### config.mk
export PLATFORM = sky130hd
export DESIGN_NAME = reset_hub
export DESIGN_NICKNAME = d
export VERILOG_FILES = /design/src/rtl/reset_hub_pkg.sv /design/src/rtl/rsthub_match.sv /design/src/rtl/rsthub_debounce.sv /design/src/rtl/rsthub_hold.sv /design/src/rtl/reset_hub.sv
export SDC_FILE = /design/constraint.sdc
export NUM_CORES = 1
export LEC_CHECK = 0
export BUFFER_PORTS_ARGS = -buffer_cell sky130_fd_sc_hd__buf_4
export CORE_MARGIN = 8
export CORE_UTILIZATION = 35
export CTS_CLUSTER_SIZE = 30
export DETAILED_ROUTE_END_ITERATION = 10
export HOLD_SLACK_MARGIN = 0.05
export SETUP_SLACK_MARGIN = 0.15
export SKIP_CTS_REPAIR_TIMING = 1
export SLEW_MARGIN = 20
export SYNTH_ARGS = -nofsm -noshare
export SYNTH_HDL_FRONTEND = slang
export SYNTH_HIERARCHICAL = 1
export SYNTH_SLANG_ARGS = --single-unit
### constraint.sdc
create_clock -name clk -period 3.9 [get_ports clk]
set_input_delay 0.585 -clock clk [delete_from_list [all_inputs] [get_ports clk]]
set_output_delay 0.585 -clock clk [all_outputs]
set_load 0.02 [all_outputs]
### src/rtl/reset_hub_pkg.sv
package reset_hub_pkg;

  typedef enum logic [1:0] {
    SEL_ZERO = 2'd0,
    SEL_PIN  = 2'd1,
    SEL_INV  = 2'd2,
    SEL_ONE  = 2'd3
  } sel_code_e;

  // Per-pin contribution to the port-match reset.
  function automatic logic sel_term(input sel_code_e code, input logic pin);
    logic t;
    case (code)
      SEL_ZERO: t = 1'b0;
      SEL_PIN:  t = pin;
      SEL_INV:  t = ~pin;
      default:  t = 1'b1;
    endcase
    return t;
  endfunction

endpackage

### src/rtl/rsthub_match.sv
module rsthub_match
  import reset_hub_pkg::*;
#(
  parameter int unsigned NPIN    = 4,
  parameter bit          OR_MODE = 1'b0
) (
  input  logic [2*NPIN-1:0] sel,
  input  logic [NPIN-1:0]   pins,
  output logic              hit
);

  logic [NPIN-1:0] terms;

  for (genvar g = 0; g < NPIN; g++) begin : g_term
    assign terms[g] = sel_term(sel_code_e'(sel[2*g+1:2*g]), pins[g]);
  end

  if (OR_MODE) begin : g_or
    assign hit = |terms;
  end else begin : g_and
    assign hit = &terms;
  end

endmodule

### src/rtl/rsthub_debounce.sv
module rsthub_debounce #(
  parameter int unsigned CYCLES = 512
) (
  input  logic clk,
  input  logic por_n,
  input  logic din,
  output logic q
);

  localparam int unsigned CW = $clog2(CYCLES + 1);

  logic [CW-1:0] cnt;

  always_ff @(posedge clk or negedge por_n) begin
    if (!por_n)                     cnt <= '0;
    else if (!din)                  cnt <= '0;
    else if (cnt != CW'(CYCLES))    cnt <= cnt + CW'(1);
  end

  assign q = (cnt == CW'(CYCLES));

  AST_DEB_DROP: assert property (@(posedge clk) disable iff (!por_n)
    !din |=> !q);
  AST_DEB_RISE: assert property (@(posedge clk) disable iff (!por_n)
    $rose(q) |-> $past(din));

endmodule

### src/rtl/rsthub_hold.sv
module rsthub_hold #(
  parameter int unsigned LEN = 16
) (
  input  logic clk,
  input  logic por_n,
  input  logic load,
  input  logic run,
  output logic busy
);

  localparam int unsigned CW = $clog2(LEN + 1);

  logic [CW-1:0] cnt;

  always_ff @(posedge clk or negedge por_n) begin
    if (!por_n)                 cnt <= CW'(LEN);
    else if (load)              cnt <= CW'(LEN);
    else if (run && cnt != '0)  cnt <= cnt - CW'(1);
  end

  assign busy = (cnt != '0);

  AST_HOLD_LOAD: assert property (@(posedge clk) disable iff (!por_n)
    load |=> busy);
  AST_HOLD_STEP: assert property (@(posedge clk) disable iff (!por_n)
    busy && run && !load |=> cnt == $past(cnt) - CW'(1));

endmodule

### src/rtl/reset_hub.sv
module reset_hub
  import reset_hub_pkg::*;
#(
  parameter int unsigned NPIN       = 4,
  parameter int unsigned DEB_CYCLES = 512,
  parameter int unsigned SYS_HOLD   = 16,
  parameter int unsigned CPU_DELAY  = 32768,
  parameter bit          OR_MODE    = 1'b0
) (
  input  logic                clk,
  input  logic                por_n,
  input  logic                rst_pin,
  input  logic [NPIN-1:0]     port_in,
  input  logic                wdog_req,
  input  logic                osc_stopped,
  input  logic                opt_we,
  input  logic [2*NPIN-1:0]   opt_sel_d,
  input  logic                opt_wake_d,
  input  logic                slpen_we,
  input  logic                slpen_d,
  input  logic                sleep_req,
  input  logic                oscinh_we,
  input  logic                oscinh_d,
  output logic                sys_rst,
  output logic                cpu_rst,
  output logic                sleeping,
  output logic                sleep_en,
  output logic                osc_inh,
  output logic [2*NPIN-1:0]   opt_sel_q,
  output logic                opt_wake_q
);

  localparam int unsigned SELW = 2 * NPIN;

  logic [SELW-1:0] opt_sel_r;
  logic            opt_wake_r;
  logic            slpen_r;
  logic            sleep_r;
  logic            inh_r;

  // Named internal events
  logic match_hit;
  logic pin_deb;
  logic match_deb;
  logic wake_evt;
  logic sleep_go;
  logic osc_fault;
  logic src_any;
  logic sys_busy;
  logic cpu_busy;

  rsthub_match #(.NPIN(NPIN), .OR_MODE(OR_MODE)) u_match (
    .sel  (opt_sel_r),
    .pins (port_in),
    .hit  (match_hit)
  );

  // No clock in sleep: the debouncers are held cleared.
  rsthub_debounce #(.CYCLES(DEB_CYCLES)) u_deb_pin (
    .clk   (clk),
    .por_n (por_n),
    .din   (rst_pin & ~sleep_r),
    .q     (pin_deb)
  );

  rsthub_debounce #(.CYCLES(DEB_CYCLES)) u_deb_match (
    .clk   (clk),
    .por_n (por_n),
    .din   (match_hit & ~sleep_r),
    .q     (match_deb)
  );

  assign wake_evt  = sleep_r & (rst_pin | (opt_wake_r & match_hit));
  assign sleep_go  = sleep_req & slpen_r & ~sleep_r;
  assign osc_fault = osc_stopped & ~inh_r & ~cpu_busy & ~sleep_r;
  assign src_any   = pin_deb | match_deb | wdog_req | osc_fault | sleep_r | wake_evt;

  rsthub_hold #(.LEN(SYS_HOLD)) u_sys_hold (
    .clk   (clk),
    .por_n (por_n),
    .load  (src_any),
    .run   (1'b1),
    .busy  (sys_busy)
  );

  rsthub_hold #(.LEN(CPU_DELAY)) u_cpu_hold (
    .clk   (clk),
    .por_n (por_n),
    .load  (wake_evt | osc_fault),
    .run   (~sleep_r),
    .busy  (cpu_busy)
  );

  // Option registers and sleep-enable: power-on reset only.
  always_ff @(posedge clk or negedge por_n) begin
    if (!por_n) begin
      opt_sel_r  <= '0;
      opt_wake_r <= 1'b0;
    end else if (opt_we) begin
      opt_sel_r  <= opt_sel_d;
      opt_wake_r <= opt_wake_d;
    end
  end

  always_ff @(posedge clk or negedge por_n) begin
    if (!por_n)         slpen_r <= 1'b0;
    else if (slpen_we)  slpen_r <= slpen_d;
  end

  always_ff @(posedge clk or negedge por_n) begin
    if (!por_n)         sleep_r <= 1'b0;
    else if (wake_evt)  sleep_r <= 1'b0;
    else if (sleep_go)  sleep_r <= 1'b1;
  end

  // Detector inhibit: cleared by every system reset.
  always_ff @(posedge clk or negedge por_n) begin
    if (!por_n)          inh_r <= 1'b0;
    else if (sys_busy)   inh_r <= 1'b0;
    else if (oscinh_we)  inh_r <= oscinh_d;
  end

  assign sys_rst    = sys_busy;
  assign cpu_rst    = sys_busy | cpu_busy;
  assign sleeping   = sleep_r;
  assign sleep_en   = slpen_r;
  assign osc_inh    = inh_r;
  assign opt_sel_q  = opt_sel_r;
  assign opt_wake_q = opt_wake_r;

  AST_SRC_BOTH: assert property (@(posedge clk) disable iff (!por_n)
    src_any |=> sys_rst && cpu_rst);
  AST_SLEEP_GATED: assert property (@(posedge clk) disable iff (!por_n)
    $rose(sleeping) |-> $past(slpen_r));
  AST_WAKE_KEEPS_EN: assert property (@(posedge clk) disable iff (!por_n)
    $fell(sleeping) |-> sleep_en);
  AST_OPT_HELD: assert property (@(posedge clk) disable iff (!por_n)
    !opt_we |=> $stable(opt_sel_q) && $stable(opt_wake_q));
  AST_INH_CLEARED: assert property (@(posedge clk) disable iff (!por_n)
    sys_rst |=> !osc_inh);
  AST_FALL_QUIET: assert property (@(posedge clk) disable iff (!por_n)
    $fell(sys_rst) |-> !$past(src_any));

endmodule

==> results of run 1 <==
-- metrics by stage --
step / total power [mW] / hold WS, ns / utilization / setup WS [ns]
3_5_place_dp: 1.26 / 0.473 / 0.402 / 0.811
6_report: 1.56 / 0.296 / 0.412 / 0.807
5_1_grt: 1.66 / 0.371 / 0.412 / 0.616
2_1_floorplan: 1.11 / 0.289 / - / 0.810
3_3_place_gp: 1.24 / 0.463 / 0.402 / 0.938
4_1_cts: 1.58 / 0.344 / 0.412 / 0.810
-- worst register-to-register path, delay by kind of cell, from the launching register on --
kind	cells	cell delay [ns]
and+or+nand+nor	5	1.88
buffers and inverters	1	0.27
muxes	2	0.41
DFF	1	0.43
-- registers in the layout, indices dropped and copies added (netlist names) --
register and count:
u_cpu_hold/cnt 16, osc_inh 1, opt_sel_q 8, u_sys_hold/cnt 5
sleeping 1, sleep_en 1, u_deb_match/cnt 10, u_deb_pin/cnt 10
opt_wake_q 1
-- logic make-up after synthesis --
group	after synthesis	synth area share
mux	28	0.107
compound gates	54	0.118
fa+ha+maj	6	0.0265
flops	53	0.469
xor+xnor	4	0.0124
simple gates	113	0.231
buf+inv	22	0.0353
other cells	1	0.00132
-- cell usage after synthesis, types with 5 or more instances --
cell      number
a211oi_1       7
nor3_1         9
inv_1         15
or3_2          7
nand2_1       20
or3_1          6
a21oi_1       20
o21ai_0       12
dfrtp_1       51
nor2b_1        8
nand3_1       17
nor2_1        15
ha_1           6
o31ai_1        5
mux2_1         5
mux2i_1       10
mux2_2        13
-- worst max path at each step --
stage                                         from                       endpoint  slack, ns  cells after the start
detailed placement  u_cpu_hold/cnt[10]$_DFFE_PN0P_  u_cpu_hold/cnt[9]$_DFFE_PN0P_       0.81                      8
global placement    u_cpu_hold/cnt[10]$_DFFE_PN0P_  u_cpu_hold/cnt[9]$_DFFE_PN0P_       0.94                      8
CTS                 u_cpu_hold/cnt[10]$_DFFE_PN0P_  u_cpu_hold/cnt[9]$_DFFE_PN0P_       0.81                      8
floorplan           u_cpu_hold/cnt[10]$_DFFE_PN0P_  u_cpu_hold/cnt[9]$_DFFE_PN0P_       0.81                      8
finish              u_cpu_hold/cnt[10]$_DFFE_PN0P_  u_cpu_hold/cnt[9]$_DFFE_PN0P_       0.81                      8
global route        u_cpu_hold/cnt[10]$_DFFE_PN0P_  u_cpu_hold/cnt[9]$_DFFE_PN0P_       0.62                      8
-- cell type report --
| cell class | count | area [um^2] | area share |
|---|---|---|---|
| Sequential cell | 53 | 1330 | 0.400 |
| Clock inverter | 1 | 7.51 | 0.00226 |
| Inverter | 15 | 56.3 | 0.0170 |
| Timing Repair Buffer | 39 | 293 | 0.0882 |
| Clock buffer | 7 | 76.3 | 0.0230 |
| Multi-Input combinational cell | 211 | 1430 | 0.429 |
| Tap cell | 105 | 131 | 0.0396 |
-- power breakdown --
| part | switching (mW) | internal [mW] |
|---|---|---|
| sequential | 0.0964 | 0.650 |
| combinational | 0.261 | 0.241 |
| clock | 0.181 | 0.128 |
| total | 0.538 | 1.02 |
-- metal layers --
metal | GRT usage | up-vias | share of wire
li1 | - | 1107 | -
met1 | 0.141 | 1113 | 0.47
met2 | 0.184 | 24 | 0.50
met3 | 0.0230 | 5 | 0.017
met4 | 0.0382 | 0 | 0.011
met5 | 0 | - | 0
==> impl_metrics.ini, run 1 <==
[cts]
clk_latency_ns = 0.30
cts_buffer_depth = 2
cts_buffers = 5
clkSinkCount = 53
clk_pin_slew_ns = 0.10
htree_levels = 2
cts_tree = done
root_buffer = clkbuf_8

[setup_path]
max_stage_delay_ns = 0.58
timing.rr.start = u_cpu_hold/cnt[10]$_DFFE_PN0P_
r2r-end = u_cpu_hold/cnt[9]$_DFFE_PN0P_
path_delay_family = simple AND/OR/NAND/NOR gates
crit_path_end_kind = register
cpMaxStageDelayCell = or4_4
crit_buf_inv = 1
reg2reg_slack_ns = 0.81
crit_chain = or4_4 > nor3_1 > nand2_1 > or3b_1 > mux2i_1 > buf_4 > and2b_2 > mux2_1
rr_worst_depth = 8
cp.arrival_ns = 3.29
critPathKind = register to register
path_max_fanout = 24
cp.required_ns = 4.09
cp-start-kind = register

[pwr]
powerDensity_nw_per_um2 = 469
worst_ir_drop_vdd_mv = 0.187
leakage_nw = 1.43

[timing]
hold_violations = 0
slew_headroom = 0.552
setup_tns_ns = 0
tightestPinTransition_ns = 0.673
grt_setup_unrepaired = no
final-max-slew-violation-count = 0
min_period_ns = 3.09
setup_violations = 0
fin_crit_sh = 0.793
fmax_mhz = 323
fin_skew_ns = 0.00551

[final_layout]
syn2layout_area_growth_pct = 17.0
final_cells = 431
fillCellCount = 803
design_area_um2 = 3320
n_antenna_cell = 0
final_common_cell = dfrtp_1
nNetsFinal = 355
final_cell_mix = dfrtp_1 (51), buf_4 (39), a21oi_1 (20), nand2_1 (20), nand3_1 (17)
drive_gt1_frac = 0.239

[routing]
vias = 2249
dr.pass1.iters = 4
drt-total-wl_um = 6010
route.detailed.drc = 0
post_drt_wl_per_cell_um = 13.9
first_iter_violations = 155
antenna_left = 0
vias_per_cell = 5.22

[global_routing]
antenna_found_initial = 0
grt_max_degree = 54
grt_pass1_vias = 2239
grt_use_total = 0.111
grt_pass1_wl_um = 10500
grt_overflow = 0

[place]
io_buffer_count = 37
routabilityCongestion = 0.766
dp_hpwl_um = 4320
placed_cells = 423
placed_cell_area_um2 = 3230

[logic_synthesis]
synth_area_leaders = dfrtp_1 (45%), mux2_2 (5.2%), a21oi_1 (3.5%)
synth_top_cell_by_area = dfrtp_1
synth.avg_cell_area_um2 = 10.1
seq_area_frac_synth = 0.469
netlist_area_um2 = 2840
synthArstFlopShare = 1.00
synth_seq_cells = 53
synth_edf_count = 0
netlist_instances = 281
yosysWarnings = 6
ys.flop_type = dfrtp_1
synth.distinct_cells = 50
yosysTopAreaCellShare = 0.450

[floorplanning]
coreArea_um2 = 8050
dieArea_um2 = 11200
die_w_um = 106
start_util = 0.352
die_h_um = 106
std_cell_rows = 33
ios = 38

[outcome]
status = complete, no violations

[job]
cap_viol_max_count = 0

[min_path]
hold_class = input pin to async pin
Note: power is estimated with default switching activity, not from simulation.
==> run 2: changes to the inputs <==
==> constraint.sdc (replaced) <==
create_clock -name clk -period 2.95 [get_ports clk]
set_input_delay 0.4425 -clock clk [delete_from_list [all_inputs] [get_ports clk]]
set_output_delay 0.4425 -clock clk [all_outputs]
set_load 0.02 [all_outputs]
==> run 2 against run 1 <==
Against the previous run: total power grew 38%; critical path depth unchanged; die area did not move; largest cell class unchanged; largest power group unchanged.
==> impl_metrics.ini, run 2 (synthesized netlist as in run 1, its figures left out) <==
[timing]
tightestPinTransition_ns = 0.694
setup_violations = 0
fmax_mhz = 374
fin_skew_ns = 0.00641
fin_crit_sh = 0.906
final-max-slew-violation-count = 0
hold_violations = 0
timing.hold.ws_ns = 0.161
min_period_ns = 2.67
fin_ws_ns = 0.277
grt_setup_unrepaired = no
slew_headroom = 0.537
setup_tns_ns = 0

[cts]
htree_levels = 2
cts_buffers = 5
clk_pin_slew_ns = 0.10
clkSinkCount = 53
clk_latency_ns = 0.31
root_buffer = clkbuf_8
cts_buffer_depth = 2
cts_tree = done

[final_layout]
design_area_um2 = 3380
final_cell_mix = dfrtp_1 (51), buf_4 (41), a21oi_1 (20), nand2_1 (20), nand3_1 (17)
multiInputGateArea_um2 = 1450
layout.area.seq_um2 = 1330
finish.utilization = 0.420
final_cells = 434
fillCellCount = 787
reg_top3 = u_cpu_hold/cnt: 16 flops, u_deb_match/cnt: 10 flops, u_deb_pin/cnt: 10 flops
n_antenna_cell = 0
nNetsFinal = 358
largest_register_ffs = 16
largest-register = u_cpu_hold/cnt
final_common_cell = dfrtp_1
drive_gt1_frac = 0.258
syn2layout_area_growth_pct = 19.3

[global_routing]
grt_use_total = 0.110
grt_max_degree = 54
grt_overflow = 0
grt_pass1_wl_um = 10500
grt_pass1_vias = 2254
antenna_found_initial = 0

[setup_path]
max_stage_delay_ns = 0.60
path_max_fanout = 24
cp-start-kind = register
crit_chain = or4_4 > nor3_4 > nand2_1 > or3b_1 > mux2i_2 > buf_12 > and2b_2 > mux2_1
crit_path_end_kind = register
cp.arrival_ns = 2.87
cpMaxStageDelayCell = or4_4
path_delay_family = simple AND/OR/NAND/NOR gates
crit_buf_inv = 1
critPathKind = register to register
cp.required_ns = 3.15

[min_path]
hold_class = input pin to async pin

[routing]
post_drt_wl_per_cell_um = 13.9
first_iter_violations = 141
antenna_left = 0
dr.pass1.iters = 4
route.detailed.drc = 0
vias = 2269
vias_per_cell = 5.23
drt-total-wl_um = 6020

[pwr]
worst_ir_drop_vdd_mv = 0.326
p_total_mw = 2.15
powerDensity_nw_per_um2 = 635
leakage_nw = 1.46

[place]
placed_cell_area_um2 = 3290
dp_slack_ns = 0.289
io_buffer_count = 37
routabilityCongestion = 0.774
dp_hpwl_um = 4290
placed_cells = 426

[floorplanning]
start_util = 0.352
dieArea_um2 = 11200
std_cell_rows = 33
ios = 38
coreArea_um2 = 8050
die_h_um = 106
die_w_um = 106

[job]
cap_viol_max_count = 0

[outcome]
status = complete, no violations
[run 2: report_power, final]
| part | total, mW | switching (mW) | internal [mW] | leakage (nW) |
|---|---|---|---|---|
| registers | 0.999 | 0.140 | 0.859 | 0.692 |
| clock network | 0.422 | 0.252 | 0.170 | 0.0456 |
| logic | 0.725 | 0.366 | 0.359 | 0.723 |
[run 2: routing by layer]
layer,vias to the layer above,GRT usage,share of wire
met5,-,0,0
met4,0,0.0312,0.0096
met3,4,0.0423,0.062
met2,47,0.164,0.44
met1,1107,0.145,0.49
li1,1111,-,-
[run 2: layout make-up]
cell class | instances | share of cell area
multi-input cells | 211 | 0.429
flip-flops and latches | 53 | 0.393
repair buffers | 42 | 0.0969
well taps | 105 | 0.0388
clock buffers | 6 | 0.0215
inverters | 15 | 0.0166
clock inverters | 2 | 0.00407
[run 2: worst paths after layout]
check	to	slack, ns	start	cells after the start
max	u_cpu_hold/cnt[9]$_DFFE_PN0P_	0.28	u_cpu_hold/cnt[10]$_DFFE_PN0P_	8
min	u_deb_pin/cnt[4]$_DFFE_PN0P_	0.16	por_n	1
min reg2reg	u_sys_hold/cnt[4]$_DFFE_PN1P_	0.48	u_sys_hold/cnt[4]$_DFFE_PN1P_	2
max reg2reg	u_cpu_hold/cnt[9]$_DFFE_PN0P_	0.28	u_cpu_hold/cnt[10]$_DFFE_PN0P_	8
max in group asynchronous	sleep_en$_DFFE_PN0P_	2.31	por_n	1
min in group clk	sleeping$_DFFE_PN0P_	0.35	sleep_req	2
